[src/rtl/smb_cfg_pkg.sv]
package smb_cfg_pkg;
  localparam int NUM_REGS    = 8;
  localparam int OE_PINS     = 11;
  localparam logic [7:0] CMD_BLOCK = 8'h00;
  localparam logic [2:0] CMD_SINGLE_TAG = 3'b100;

  typedef enum logic [2:0] {
    ST_IDLE,
    ST_ADDR,
    ST_CMD,
    ST_COUNT,
    ST_WDATA,
    ST_RDATA,
    ST_HOLD
  } smb_state_e;
endpackage

[src/rtl/smb_line_sync.sv]
module smb_line_sync #(
  parameter int STAGES = 2
) (
  input  logic clk,
  input  logic rst_n,
  input  logic scl_i,
  input  logic sda_i,
  output logic scl_o,
  output logic sda_o,
  output logic scl_rise_o,
  output logic scl_fall_o,
  output logic start_o,
  output logic stop_o
);
  logic [STAGES-1:0] scl_sh, sda_sh;
  logic scl_q, sda_q;

  always_ff @(posedge clk) begin
    if (!rst_n) begin
      scl_sh <= '1;
      sda_sh <= '1;
      scl_q  <= 1'b1;
      sda_q  <= 1'b1;
    end else begin
      scl_sh <= {scl_sh[STAGES-2:0], scl_i};
      sda_sh <= {sda_sh[STAGES-2:0], sda_i};
      scl_q  <= scl_sh[STAGES-1];
      sda_q  <= sda_sh[STAGES-1];
    end
  end

  assign scl_o      = scl_sh[STAGES-1];
  assign sda_o      = sda_sh[STAGES-1];
  assign scl_rise_o = scl_o & ~scl_q;
  assign scl_fall_o = ~scl_o & scl_q;
  assign start_o    = scl_o & scl_q & sda_q & ~sda_o;
  assign stop_o     = scl_o & scl_q & ~sda_q & sda_o;
endmodule

[src/rtl/smb_regs.sv]
module smb_regs
  import smb_cfg_pkg::*;
#(
  parameter logic [7:0] DEVICE_ID = 8'h0C,
  parameter logic [7:0] VENDOR_ID = 8'h00
) (
  input  logic               clk,
  input  logic               rst_n,
  input  logic               wr_en_i,
  input  logic [7:0]         wr_idx_i,
  input  logic [7:0]         wr_data_i,
  input  logic [7:0]         rd_idx_i,
  output logic [7:0]         rd_data_o,
  output logic [7:0]         cnt_o,
  input  logic [OE_PINS-1:0] oe_n_i,
  input  logic               fs_i,
  input  logic               bw_n_i,
  input  logic               pll_i,
  output logic [7:0]         ctrl0_o,
  output logic [7:0]         ctrl1_o,
  output logic [7:0]         ctrl2_o
);
  logic fs_l, bw_l, pll_l;
  logic [7:0] stat4;

  always_ff @(posedge clk) begin
    if (!rst_n) begin
      fs_l    <= fs_i;
      bw_l    <= bw_n_i;
      pll_l   <= pll_i;
      ctrl0_o <= {3'b111, fs_i, fs_i, 1'b0, ~fs_i, 1'b1};
      ctrl1_o <= 8'hFF;
      ctrl2_o <= 8'hEF;
      cnt_o   <= 8'h07;
    end else if (wr_en_i) begin
      case (wr_idx_i)
        8'd0:    ctrl0_o <= wr_data_i;
        8'd1:    ctrl1_o <= wr_data_i;
        8'd2:    ctrl2_o <= wr_data_i;
        8'd7:    cnt_o   <= wr_data_i;
        default: ;
      endcase
    end
  end

  assign stat4 = {fs_l, bw_l, pll_l, 2'b00, oe_n_i[OE_PINS-1:8]};

  always_comb begin
    case (rd_idx_i)
      8'd0:    rd_data_o = ctrl0_o;
      8'd1:    rd_data_o = ctrl1_o;
      8'd2:    rd_data_o = ctrl2_o;
      8'd3:    rd_data_o = oe_n_i[7:0];
      8'd4:    rd_data_o = stat4;
      8'd5:    rd_data_o = VENDOR_ID;
      8'd6:    rd_data_o = DEVICE_ID;
      8'd7:    rd_data_o = cnt_o;
      default: rd_data_o = 8'h00;
    endcase
  end

  // a byte-7 write lands in the counter one cycle later
  a_r11_count_write: assert property (@(posedge clk) disable iff (!rst_n)
    (wr_en_i && wr_idx_i == 8'd7) |=> (cnt_o == $past(wr_data_i)));

  // status bytes absorb writes without touching writable state
  a_r7_ro_write_dropped: assert property (@(posedge clk) disable iff (!rst_n)
    (wr_en_i && wr_idx_i >= 8'd3 && wr_idx_i <= 8'd6) |=>
      ($stable(ctrl0_o) && $stable(ctrl1_o) && $stable(ctrl2_o) && $stable(cnt_o)));
endmodule

[src/rtl/smb_proto.sv]
module smb_proto
  import smb_cfg_pkg::*;
(
  input  logic       clk,
  input  logic       rst_n,
  input  logic       scl_i,
  input  logic       sda_i,
  input  logic       rise_i,
  input  logic       fall_i,
  input  logic       start_i,
  input  logic       stop_i,
  input  logic [6:0] dev_addr_i,
  output logic [7:0] rd_idx_o,
  input  logic [7:0] rd_data_i,
  input  logic [7:0] cnt_i,
  output logic       wr_en_o,
  output logic [7:0] wr_idx_o,
  output logic [7:0] wr_data_o,
  output logic       sda_pull_o
);
  smb_state_e st;
  logic [3:0] bitcnt;
  logic       rise_seen, cmd_blk, send_cnt;
  logic [7:0] rx_sh, tx_sh, ptr, tx_byte, ptr_inc;

  assign ptr_inc  = (ptr == 8'hFF) ? ptr : ptr + 8'd1;
  assign rd_idx_o = ptr;
  assign tx_byte  = send_cnt ? cnt_i :
                    (cmd_blk && ptr >= cnt_i) ? 8'h00 : rd_data_i;

  always_ff @(posedge clk) begin
    if (!rst_n) begin
      st <= ST_IDLE; bitcnt <= '0; rise_seen <= 1'b0;
      rx_sh <= '0; tx_sh <= '0; ptr <= '0;
      cmd_blk <= 1'b0; send_cnt <= 1'b0; sda_pull_o <= 1'b0;
      wr_en_o <= 1'b0; wr_idx_o <= '0; wr_data_o <= '0;
    end else begin
      wr_en_o <= 1'b0;
      if (start_i) begin
        st <= ST_ADDR; bitcnt <= '0; rise_seen <= 1'b0; sda_pull_o <= 1'b0;
      end else if (stop_i) begin
        st <= ST_IDLE; rise_seen <= 1'b0; sda_pull_o <= 1'b0;
      end else if (st != ST_IDLE) begin
        if (rise_i) begin
          rise_seen <= 1'b1;
          if (bitcnt != 4'd8) rx_sh <= {rx_sh[6:0], sda_i};
          else if (st == ST_RDATA && sda_i) st <= ST_HOLD;
        end else if (fall_i && rise_seen) begin
          rise_seen <= 1'b0;
          if (bitcnt == 4'd7) begin
            bitcnt     <= 4'd8;
            sda_pull_o <= 1'b0;
            case (st)
              ST_ADDR: begin
                if (rx_sh[7:1] == dev_addr_i) begin
                  sda_pull_o <= 1'b1;
                  if (rx_sh[0]) begin
                    st       <= ST_RDATA;
                    send_cnt <= cmd_blk;
                    if (cmd_blk) ptr <= '0;
                  end else st <= ST_CMD;
                end else st <= ST_HOLD;
              end
              ST_CMD: begin
                if (rx_sh == CMD_BLOCK) begin
                  cmd_blk <= 1'b1; ptr <= '0; sda_pull_o <= 1'b1; st <= ST_COUNT;
                end else if (rx_sh[7:5] == CMD_SINGLE_TAG) begin
                  cmd_blk <= 1'b0; ptr <= {3'b000, rx_sh[4:0]};
                  sda_pull_o <= 1'b1; st <= ST_WDATA;
                end else st <= ST_HOLD;
              end
              ST_COUNT: begin
                sda_pull_o <= 1'b1; st <= ST_WDATA;
              end
              ST_WDATA: begin
                sda_pull_o <= 1'b1;
                wr_en_o    <= 1'b1;
                wr_idx_o   <= ptr;
                wr_data_o  <= rx_sh;
                ptr        <= cmd_blk ? ptr_inc : 8'hFF;
              end
              default: ;
            endcase
          end else if (bitcnt == 4'd8) begin
            bitcnt <= '0;
            if (st == ST_RDATA) begin
              tx_sh      <= tx_byte;
              sda_pull_o <= ~tx_byte[7];
              if (send_cnt) send_cnt <= 1'b0;
              else          ptr      <= ptr_inc;
            end else sda_pull_o <= 1'b0;
          end else begin
            bitcnt <= bitcnt + 4'd1;
            if (st == ST_RDATA) begin
              sda_pull_o <= ~tx_sh[6];
              tx_sh      <= {tx_sh[6:0], 1'b0};
            end
          end
        end
      end
    end
  end

  // the pull only moves while SCL is low, or as a START/STOP release
  a_r10_pull_scl_low: assert property (@(posedge clk) disable iff (!rst_n)
    !$stable(sda_pull_o) |-> (!$past(scl_i) || $past(start_i) || $past(stop_i)));

  // outside read data the pull appears only in the ninth clock
  a_r10_pull_phase: assert property (@(posedge clk) disable iff (!rst_n)
    sda_pull_o |-> (bitcnt == 4'd8 || st == ST_RDATA));

  // bus conditions always free the data line
  a_r9_stop_release: assert property (@(posedge clk) disable iff (!rst_n)
    stop_i |=> !sda_pull_o);

  a_r9_start_release: assert property (@(posedge clk) disable iff (!rst_n)
    start_i |=> !sda_pull_o);
endmodule

[src/rtl/smb_cfg_regfile.sv]
module smb_cfg_regfile
  import smb_cfg_pkg::*;
#(
  parameter int         SYNC_STAGES = 2,
  parameter logic [6:0] BASE_ADDR   = 7'h68,
  parameter logic [7:0] DEVICE_ID   = 8'h0C,
  parameter logic [7:0] VENDOR_ID   = 8'h00
) (
  input  logic               clk,
  input  logic               rst_n,
  input  logic               scl_i,
  input  logic               sda_i,
  output logic               sda_pull_o,
  input  logic [2:0]         addr_strap_i,
  input  logic [OE_PINS-1:0] oe_pin_n_i,
  input  logic               fs_pin_i,
  input  logic               bw_pin_n_i,
  input  logic               pll_pin_i,
  output logic [7:0]         ctrl0_o,
  output logic [7:0]         ctrl1_o,
  output logic [7:0]         ctrl2_o
);
  logic scl_s, sda_s, scl_rise, scl_fall, start_det, stop_det;
  logic wr_en;
  logic [7:0] wr_idx, wr_data, rd_idx, rd_data, cnt;
  logic [6:0] dev_addr;

  assign dev_addr = BASE_ADDR + {4'b0000, addr_strap_i};

  smb_line_sync #(.STAGES(SYNC_STAGES)) u_sync (
    .clk(clk), .rst_n(rst_n), .scl_i(scl_i), .sda_i(sda_i),
    .scl_o(scl_s), .sda_o(sda_s), .scl_rise_o(scl_rise), .scl_fall_o(scl_fall),
    .start_o(start_det), .stop_o(stop_det)
  );

  smb_proto u_proto (
    .clk(clk), .rst_n(rst_n), .scl_i(scl_s), .sda_i(sda_s),
    .rise_i(scl_rise), .fall_i(scl_fall), .start_i(start_det), .stop_i(stop_det),
    .dev_addr_i(dev_addr), .rd_idx_o(rd_idx), .rd_data_i(rd_data), .cnt_i(cnt),
    .wr_en_o(wr_en), .wr_idx_o(wr_idx), .wr_data_o(wr_data), .sda_pull_o(sda_pull_o)
  );

  smb_regs #(.DEVICE_ID(DEVICE_ID), .VENDOR_ID(VENDOR_ID)) u_regs (
    .clk(clk), .rst_n(rst_n), .wr_en_i(wr_en), .wr_idx_i(wr_idx), .wr_data_i(wr_data),
    .rd_idx_i(rd_idx), .rd_data_o(rd_data), .cnt_o(cnt), .oe_n_i(oe_pin_n_i),
    .fs_i(fs_pin_i), .bw_n_i(bw_pin_n_i), .pll_i(pll_pin_i),
    .ctrl0_o(ctrl0_o), .ctrl1_o(ctrl1_o), .ctrl2_o(ctrl2_o)
  );
endmodule

[config.mk]
export PLATFORM = sky130hd
export DESIGN_NAME = smb_cfg_regfile
export DESIGN_NICKNAME = d
export VERILOG_FILES = /design/src/rtl/smb_cfg_pkg.sv /design/src/rtl/smb_line_sync.sv /design/src/rtl/smb_regs.sv /design/src/rtl/smb_proto.sv /design/src/rtl/smb_cfg_regfile.sv
export SDC_FILE = /design/constraint.sdc
export NUM_CORES = 1
export LEC_CHECK = 0
export BUFFER_PORTS_ARGS = -buffer_cell sky130_fd_sc_hd__buf_2
export CORE_MARGIN = 1.5
export CORE_UTILIZATION = 42
export CTS_CLUSTER_DIAMETER = 100
export DETAILED_ROUTE_END_ITERATION = 8
export HOLD_SLACK_MARGIN = 0.08
export SLEW_MARGIN = 20
export SYNTH_ARGS = -nofsm -noshare
export SYNTH_HDL_FRONTEND = slang
export SYNTH_SLANG_ARGS = --single-unit
[constraint.sdc]
create_clock -name clk -period 1.91 [get_ports clk]
set_clock_uncertainty 0.15 [all_clocks]
set_input_delay 0.0955 -clock clk [delete_from_list [all_inputs] [get_ports clk]]
set_output_delay 0.0955 -clock clk [all_outputs]
set_load 0.02 [all_outputs]
Yosys cells after proc, flatten, opt, wreduce, memory -nomap -nowiden
Index checks and enable logic that the tools add are counted.
Operators by class
  add/sub/neg operators: 3
  $lt $le $gt $ge: 1
  equal/unequal tests: 35
  muxes and demuxes: 55
  bitwise gates (word level): 21
  reductions and logical operators: 38
Operators by type and width (count)
  $mux 8: 13
  $pmux 8 s7: 1
  $eq 8x3->1 const B: 4
  $eq 8x2->1 const B: 3
  $logic_not 8->1: 3
  $mux 3: 8
  $pmux 8 s3: 1
  $mux 1: 21
  $mux 7: 3
  $eq 8x1->1 const B: 2
  $ne 4x4->1 const B: 4
  $mux 5: 3
  $not 1->1: 14
  $reduce_and 7->1: 2
  $reduce_and 13->1: 1
  $reduce_and 2->1: 6
  $reduce_and 6->1: 2
  $reduce_bool 4->1: 3
  $reduce_and 10->1: 1
  $reduce_bool 2->1: 5
  $eq 3x3->1 const B: 3
  $pmux 3 s3: 1
  $reduce_bool 3->1: 3
  $add 8x1->8 const B: 1
  26 further kinds: 45
Storage, ports and cells
  bits in registers: 92
  input bits: 21
  output and inout bits: 25
  logic and storage cells: 178

Depth between registers and ports, before layout
Gate-level depths: netlist of run 1.
  depth in word-level cells: 10
  depth in mapped cells: 10
  depth with buffers taken out: 8

Hierarchy
From an unflattened synthesis of run 1, not the netlist that was laid out.
Second synthesis, totals
  cells, all modules: 584
  area, all modules: 4922.2 µm²
Modules (own cells, without submodules)
  smb_proto: instances 1, cells each 377, area each 2871.5 µm², seq. area each 1021.0 µm²
  smb_regs: instances 1, cells each 189, area each 1853.0 µm², seq. area each 760.7 µm²
  smb_line_sync: instances 1, cells each 16, area each 190.2 µm², seq. area each 120.1 µm²
  smb_cfg_regfile: instances 1, cells each 2, area each 7.5 µm², seq. area each 0.0 µm²

Worst setup path after synthesis of run 1
No wires, ideal clock.
  path type: register -> register
  start point: reg u_proto.bitcnt[0]
  end point: reg u_proto.ptr[4] (netlist: u_proto.rd_idx_o[4])
  library setup time: 0.067 ns
  data arrival time: 1.853 ns
  setup slack: -0.161 ns
  stages on the path, launching flop included: 11
  buffers on the path: 3
  clock period less this slack: 2.071 ns
  path through: dfxtp_1 > ha_1 > nand3b_1 > buf_2 > nor3_2 > a21boi_1 > and4b_1 > buf_6 > buf_6 > a21bo_1 > a21oi_2
On the way
  cells in the longest elaborated chain, start to end: 3
RTL lines
  start: declaration: RTL line smb_proto.sv:22  | logic [3:0] bitcnt;
  start signal: assignment: RTL line smb_proto.sv:93  | bitcnt <= bitcnt + 4'd1;
  $eq 4x3->1 / $eq 4x4->1 (equally long branches): RTL line smb_proto.sv:50, smb_proto.sv:84
  $ne 4x4->1 (no line), or another cell as far along
  $reduce_and 13->1 (no line)
  end signal: assignment: RTL line smb_proto.sv:80  | ptr <= cmd_blk ? ptr_inc : 8'hFF;
  end signal: assignment: RTL line smb_proto.sv:90  | else ptr <= ptr_inc;
  end: declaration: RTL line smb_proto.sv:24  | logic [7:0] rx_sh, tx_sh, ptr, tx_byte, ptr_inc;
Parallel ways exist; a longest one is shown, timed or not.
A chain may end at the register's enable or synchronous reset.

Worst setup path after layout of run 1
  start point: reg u_proto.bitcnt[0]
  end point: reg u_proto.ptr[6] (netlist: u_proto.rd_idx_o[6])
Same word-level chain as after synthesis.

==> results of run 1 <==
-- cell usage in the layout, fill, tap and decap left out, types with 9 or more instances in the layout --
cell	n
buf_4	93
nand3_1	15
clkbuf_8	9
ha_1	9
inv_1	12
buf_6	10
a22oi_1	16
nand2b_1	9
dfxtp_1	72
mux2i_1	39
buf_2	45
and3_1	9
a21oi_1	38
nor2_1	36
nand2_1	91
o21ai_0	19
dfxtp_2	11
-- what timing repair did --
action | CTS | global route
gates resized for setup | 37 | 43
buffers inserted | 6 | 8
hold buffers | 8 | 0
hold endpoints to repair | 13 | 0
pin swaps | 8 | 17
setup endpoints to repair | 41 | 39
gates cloned | 0 | 3
-- through the flow --
step | utilization (%) | total power [mW] | area [sq um]
2_1_floorplan | - | 2.071 | 4758
3_3_place_gp | 52.56 | 2.139 | 5723
3_5_place_dp | 52.56 | 2.140 | 5723
4_1_cts | 57.16 | 3.563 | 6223
5_1_grt | 59.29 | 3.663 | 6455
6_report | 59.29 | 3.545 | 6455
-- state kept, by name, indices dropped and copies added, names as in the netlist, 2 cells and up --
signal and cells:
u_proto.rx_sh 8, u_proto.rd_idx_o 8, u_regs.ctrl1_o 8, u_proto.wr_idx_o 8, u_sync.scl_sh 2, u_regs.ctrl2_o 8, u_regs.cnt_o 8, u_proto.wr_data_o 8
u_proto.tx_sh 7, u_sync.sda_sh 2, u_proto.st 3, u_proto.bitcnt 4, u_regs.ctrl0_o 8
-- cell families (layout without fill, tap and decap cells) --
| family | count (synthesis) | count (layout) |
|---|---|---|
| AO/OA/AOI/OAI | 139 | 139 |
| XOR/XNOR | 4 | 4 |
| adder cells (fa/ha/maj) | 14 | 14 |
| buffers and inverters | 57 | 194 |
| flip-flops | 92 | 92 |
| multiplexers | 39 | 39 |
| AND/OR/NAND/NOR | 217 | 219 |
-- cell type report --
class / instances / area, sq um
clock buffers: 12 / 135.1
clock inverters: 4 / 75.07
fillers: 972 / 4433
inverters: 18 / 67.56
multi-input cells: 415 / 2879
flip-flops and latches: 92 / 1927
well taps: 140 / 175.2
repair buffers: 160 / 1196
-- worst max-delay path by stage --
| stage | startpoint | to | slack, ps | depth (start not counted) |
|---|---|---|---|---|
| 2_1_floorplan | u_proto.bitcnt[0] | u_proto.rd_idx_o[4] | -80 | 9 |
| 3_3_place_gp | u_regs.cnt_o[6] | u_proto.sda_pull_o | -200 | 9 |
| 3_5_place_dp | u_proto.rd_idx_o[0] | u_proto.sda_pull_o | -210 | 9 |
| 4_1_cts | u_proto.bitcnt[0] | u_proto.rd_idx_o[6] | -200 | 8 |
| 5_1_grt | u_proto.bitcnt[0] | u_proto.rd_idx_o[6] | -280 | 8 |
| 6_report | u_proto.bitcnt[0] | u_proto.rd_idx_o[6] | -220 | 8 |
-- worst max-delay path, cell delays in order (launching register included) --
cell and delay, ps:
dfxtp_4 380, ha_4 130, nand3b_1 140, or3_4 370, nand3b_1 160, and4b_1 220, buf_12 160, and3_4 160
o21a_1 160
-- report_power, final --
group | switching (mW) | internal (mW) | total (mW)
clock | 0.694 | 0.740 | 1.43
combinational | 0.0854 | 0.0664 | 0.152
sequential | 0.0105 | 1.95 | 1.96
-- metal layers --
layer | track usage, % | vias to the layer above | part of all wire [%]
met1 | 35.89 | 2278 | 47
met5 | 0 | - | 0
met4 | 5.451 | 0 | 0.75
met2 | 39.64 | 133 | 48
li1 | - | 2290 | -
met3 | 3.347 | 12 | 4.5
==> results.sh, run 1 <==
export IMPL_area_delta_synth_final_pct=36.48
export IMPL_reg2regPathDepth=8
export IMPL_vias=4713
export IMPL_synth_nets=597
export IMPL_slew_limit_headroom_pct=72.13
export IMPL_worst_slew_pin_slew_ps=417.2
export IMPL_synth_edf_count=6
export IMPL_outcome="finished, violations left"
export IMPL_hold_viol=0
export IMPL_fin_setup_tns_ps=-2317
export IMPL_start_util_pct=43.44
export IMPL_maxCapViolations=0
export IMPL_fp_dieArea_sq_um=11910
export IMPL_grt_ovfl_total=0
export IMPL_first_pass_iters=5
export IMPL_cp_start_kind="register"
export IMPL_whs_ps=214.0
export IMPL_antenna_found_initial=0
export IMPL_layout_drive_gt1_share_pct=34.38
export IMPL_p_leak_nw=2.600
export IMPL_wl_mm=14.61
export IMPL_grt_pass1_wl_mm=22.90
export IMPL_fin_ws_ps=-218.9
export IMPL_dpl_hpwl_mm=10.22
export IMPL_ys_flop_type="dfxtp_1"
export IMPL_pre_cts_slack_ps=-210.1
export IMPL_regToRegSetupSlack_ps=-220
export IMPL_rows=38
export IMPL_die_h_um=109.1
export IMPL_rsz0062_at_grt="yes"
export IMPL_cts_tree="yes"
export IMPL_final_cells=841
export IMPL_fin_nets=731
export IMPL_yosysSeqAreaShare_pct=40.21
export IMPL_yosysTopAreaCell="dfxtp_1"
export IMPL_drtIter0Drc=365
export IMPL_min_to="u_proto.tx_sh[2]"
export IMPL_ant_nets=0
export IMPL_synth_commonest_cells="nand2_1 (92), dfxtp_1 (86), a21oi_1 (40), nor2_1 (40), mux2i_1 (39)"
export IMPL_h_tree_depth=3
export IMPL_cp_end_kind="register"
export IMPL_dp_cells=800
export IMPL_grt_max_degree=44
export IMPL_final_min_clock_period_ps=2129
export IMPL_worst_hold_path_num_cells=5
export IMPL_wl_per_cell_um=17.38
export IMPL_synth_area_mux_share_pct=8.254
export IMPL_r2r_end="u_proto.rd_idx_o[6]"
export IMPL_grt_pass1_vias=4435
export IMPL_syn_area_sq_um=4730
export IMPL_via_per_inst=5.604
export IMPL_post_synth_xor_area_fraction_pct=0.7407
export IMPL_ys_ff_latch=92
export IMPL_syn_avg_cell_area_sq_um=8.416
export IMPL_clk_pin_slew_ps=90
export IMPL_timing_rr_start="u_proto.bitcnt[0]"
export IMPL_critical_path_class="reg2reg"
export IMPL_peakVddDrop_uv=424.9
export IMPL_hold_class="in2reg"
export IMPL_place_congestion=0.9292
export IMPL_die_w_um=109.1
export IMPL_setup_violations=17
export IMPL_hold_start="oe_pin_n_i[10]"
export IMPL_async_reset_ff_share_pct=0
export IMPL_yosysWarningCount=0
export IMPL_fin_crit_sh_pct=111.5
export IMPL_clk_path_buf_depth=2
export IMPL_synth_area_leaders="dfxtp_1 (36%), mux2i_1 (8.3%), nand2_1 (7.3%)"
export IMPL_drc=0
export IMPL_finalMaxSlewViolations=0
export IMPL_grt_usage_pct=24.94
export IMPL_io_buffers=45
export IMPL_cp_arrival_ps=2240
export IMPL_synth_top_area_share_pct=36.40
export IMPL_synth_top_family_by_area="simple AND/OR/NAND/NOR gates"
export IMPL_violations="setup timing"
export IMPL_core_area_sq_um=10890
export IMPL_path_max_fanout=15
export IMPL_cts_buffers=9
export IMPL_synth_compound_area_share_pct=19.66
export IMPL_clock_latency_ps=360
export IMPL_synth_most_common_cell="nand2_1"
export IMPL_cts_root_buf="clkbuf_8"
export IMPL_power_density_nw_per_um2=549.2
export IMPL_cp_required_ps=2020
export IMPL_ys_types=61
export IMPL_synthSimpleGateAreaFrac_pct=22.28
export IMPL_synthAdderAreaFrac_pct=3.704
export IMPL_syn_inst=562
export IMPL_antennaDiodeCount=0
export IMPL_max_freq_ghz=0.4697
export IMPL_clock_sinks=92
export IMPL_io_pins=46
No activity file was read; power rests on OpenSTA's default activity.
==> inputs of run 2 (changes only) <==
--- a/config.mk
+++ b/config.mk
@@ -5,7 +5,9 @@
 export SDC_FILE = /design/constraint.sdc
 export NUM_CORES = 1
 export LEC_CHECK = 0
+export ABC_AREA = 1
 export BUFFER_PORTS_ARGS = -buffer_cell sky130_fd_sc_hd__buf_2
+export CAP_MARGIN = 10
 export CORE_MARGIN = 1.5
 export CORE_UTILIZATION = 42
 export CTS_CLUSTER_DIAMETER = 100
==> constraint.sdc (replaced) <==
create_clock -name clk -period 1.91 [get_ports clk]
set_clock_uncertainty 0.15 [all_clocks]
set_input_delay 0.0955 -clock clk [delete_from_list [all_inputs] [get_ports clk]]
set_output_delay 0.0955 -clock clk [all_outputs]
set_load 0.1 [all_outputs]
==> run 2 against run 1 <==
The run now ends clean. Combinational power up 11%. Sequential share of layout area is 0.55 points higher. Routed wire length down 3.3%. First-iteration DRC count is 18% lower. Synthesized cell count increased by 27%. Critical endpoint is now u_proto.rd_idx_o[7].
==> results.sh, run 2 <==
export IMPL_synth_nets=746
export IMPL_worst_slew_pin_slew_ps=526.8
export IMPL_fin_nets=847
export IMPL_grt_ovfl_total=0
export IMPL_yosysWarningCount=0
export IMPL_reg2regPathDepth=10
export IMPL_final_min_clock_period_ps=1844
export IMPL_hold_viol=0
export IMPL_grt_usage_pct=22.96
export IMPL_comb_power_share_pct=4.5
export IMPL_die_h_um=111.0
export IMPL_switching_share_pct=22.52
export IMPL_antennaDiodeCount=0
export IMPL_io_buffers=45
export IMPL_cpMaxStageDelayCell="dfxtp_4"
export IMPL_yosysSeqAreaShare_pct=38.81
export IMPL_hold_class="in2reg"
export IMPL_setup_violations=0
export IMPL_peakVddDrop_uv=476.3
export IMPL_cts_buffers=9
export IMPL_p_seq_share_pct=51.9
export IMPL_io_pins=46
export IMPL_worst_hold_path_num_cells=7
export IMPL_antenna_found_initial=0
export IMPL_fp_dieArea_sq_um=12330
export IMPL_grt_max_degree=46
export IMPL_yosysTopAreaCell="dfxtp_1"
export IMPL_syn_avg_cell_area_sq_um=6.893
export IMPL_cp_required_ps=2010
export IMPL_via_per_inst=5.210
export IMPL_path_max_fanout=8
export IMPL_clk_pin_slew_ps=60
export IMPL_wl_mm=14.13
export IMPL_synth_area_leaders="dfxtp_1 (35%), nand2_1 (12%), nor2_1 (7.0%)"
export IMPL_grt_pass1_wl_mm=22.76
export IMPL_cp_start_kind="register"
export IMPL_syn_area_sq_um=4901
export IMPL_place_congestion=0.9016
export IMPL_core_area_sq_um=11420
export IMPL_ys_flop_type="dfxtp_1"
export IMPL_drtIter0Drc=298
export IMPL_cp_end_kind="register"
export IMPL_synth_most_common_cell="nand2_1"
export IMPL_cpPeakStageDelay_ps=370
export IMPL_rows=39
export IMPL_whs_ps=157.3
export IMPL_dpl_hpwl_mm=10.41
export IMPL_worstPathCellList="ha_4, nand2_4, nor2_4, clkinv_4, o21ai_4, o21ai_2, nor2_4, nand2_8, a21oi_2, nor3_2"
export IMPL_cts_root_buf="clkbuf_16"
export IMPL_critical_path_class="reg2reg"
export IMPL_ant_nets=0
export IMPL_crit_family="simple AND/OR/NAND/NOR gates"
export IMPL_async_reset_ff_share_pct=0
export IMPL_path_common_cell="nor2_4"
export IMPL_power_frac_clock_pct=43.7
export IMPL_cp_depth=10
export IMPL_ys_ff_latch=92
export IMPL_p_leak_nw=2.833
export IMPL_internal_power_mw=2.922
export IMPL_die_w_um=111.0
export IMPL_h_tree_depth=3
export IMPL_cts_tree="yes"
export IMPL_maxCapViolations=0
export IMPL_layout_common_cells="nand2_1 (144), nor2_1 (81), inv_1 (74), dfxtp_1 (72), a21oi_1 (59)"
export IMPL_clock_latency_ps=350
export IMPL_grt_pass1_vias=4676
export IMPL_ys_types=38
export IMPL_fill_cells=1112
export IMPL_vias=5002
export IMPL_wl_per_cell_um=14.72
export IMPL_final_common_cell="nand2_1"
export IMPL_slew_limit_headroom_pct=64.80
export IMPL_area_delta_synth_final_pct=29.64
export IMPL_clk_path_buf_depth=2
export IMPL_cp_buffers_inverters=1
export IMPL_power_switching_mw=0.8492
export IMPL_power_mw=3.771
export IMPL_max_freq_ghz=0.5423
export IMPL_layout_drive_gt1_share_pct=27.54
export IMPL_syn_inst=711
export IMPL_outcome="finished clean"
export IMPL_power_density_nw_per_um2=593.5
export IMPL_fin_crit_sh_pct=96.54
export IMPL_first_pass_iters=5
export IMPL_finalMaxSlewViolations=0
export IMPL_synth_edf_count=6
export IMPL_clock_sinks=92
export IMPL_cp_arrival_ps=1940
export IMPL_synth_top_area_share_pct=35.13
export IMPL_synth_commonest_cells="nand2_1 (153), nor2_1 (92), dfxtp_1 (86)"
export IMPL_start_util_pct=42.92
export IMPL_rsz0062_at_grt="yes"
export IMPL_drc=0
==> run 2: power by group through the flow <==
stage	combinational, mW	clock [mW]	sequential [mW]
after detailed placement	0.153	0	2.01
after floorplan	0.0656	0	2.03
after global routing	0.181	1.77	1.96
after CTS	0.163	1.69	1.96
final	0.169	1.65	1.96
after global placement	0.152	0	2.01
==> run 2: final timing paths <==
path	from	endpoint	slack, ps
worst min register to register	u_sync.sda_sh[0]	u_sync.sda_sh[1]	270
worst min-delay path	oe_pin_n_i[8]	u_proto.tx_sh[0]	160
worst max register to register	u_proto.bitcnt[0]	u_proto.rd_idx_o[7]	70
worst max-delay path	u_proto.bitcnt[0]	u_proto.rd_idx_o[7]	70
==> run 2: area by class of cell <==
cell class	count	area, sq um	share of cell area (%)
multi-input cells	510	2861	45.04
flip-flops and latches	92	1932	30.41
repair buffers	112	779.5	12.27
inverters	87	337.8	5.317
clock buffers	14	254.0	3.998
well taps	143	178.9	2.816
clock inverters	2	10.01	0.1575
==> run 2: stage by stage <==
step	setup TNS, ps	cells	util, %	cell area, sq um	setup slack [ps]
after floorplan	0	711	-	4901	93.50
final	0	960	55.64	6354	66.13
after global routing	-467.9	960	55.64	6354	-47.38
after CTS	0	952	52.33	5976	2.077
after detailed placement	-745.0	930	49.29	5628	-148.8
after global placement	-372.7	930	49.29	5628	-94.50
==> run 2: cell families (layout without fill, tap and decap cells) <==
family	count (synthesis)	count (layout)	share of synthesized area, %
flops	92	92	38.81
simple gates	329	330	28.95
xor+xnor	7	7	1.251
compound gates	159	159	18.51
buf+inv	110	215	8.910
fa+ha+maj	14	14	3.574
==> run 2: metal layers <==
metal  up-vias  share of wire [%]  track usage (%)
li1       2526                  -                -
met1      2286                 45            29.41
met2       161                 47            37.65
met3        29                5.1            4.538
met4         0                3.0            10.04
met5         -                  0                0
==> run 2: repair_timing <==
| item | CTS | global route |
|---|---|---|
| setup buffers | 0 | 7 |
| endpoints found under the setup margin | 14 | 42 |
| gates resized for setup | 9 | 98 |
| endpoints found under the hold margin | 17 | 0 |
| pin swaps | 0 | 12 |
| hold buffers | 6 | 0 |
| gates cloned | 0 | 1 |
==> run 2: worst reg2reg max path: cells and delay by family, from the launching register on <==
| family | cells | cell delay (ps) |
|---|---|---|
| adder cells (fa/ha/maj) | 1 | 150 |
| AO/OA/AOI/OAI | 3 | 330 |
| flip-flops | 1 | 370 |
| AND/OR/NAND/NOR | 5 | 610 |
| buffers and inverters | 1 | 140 |
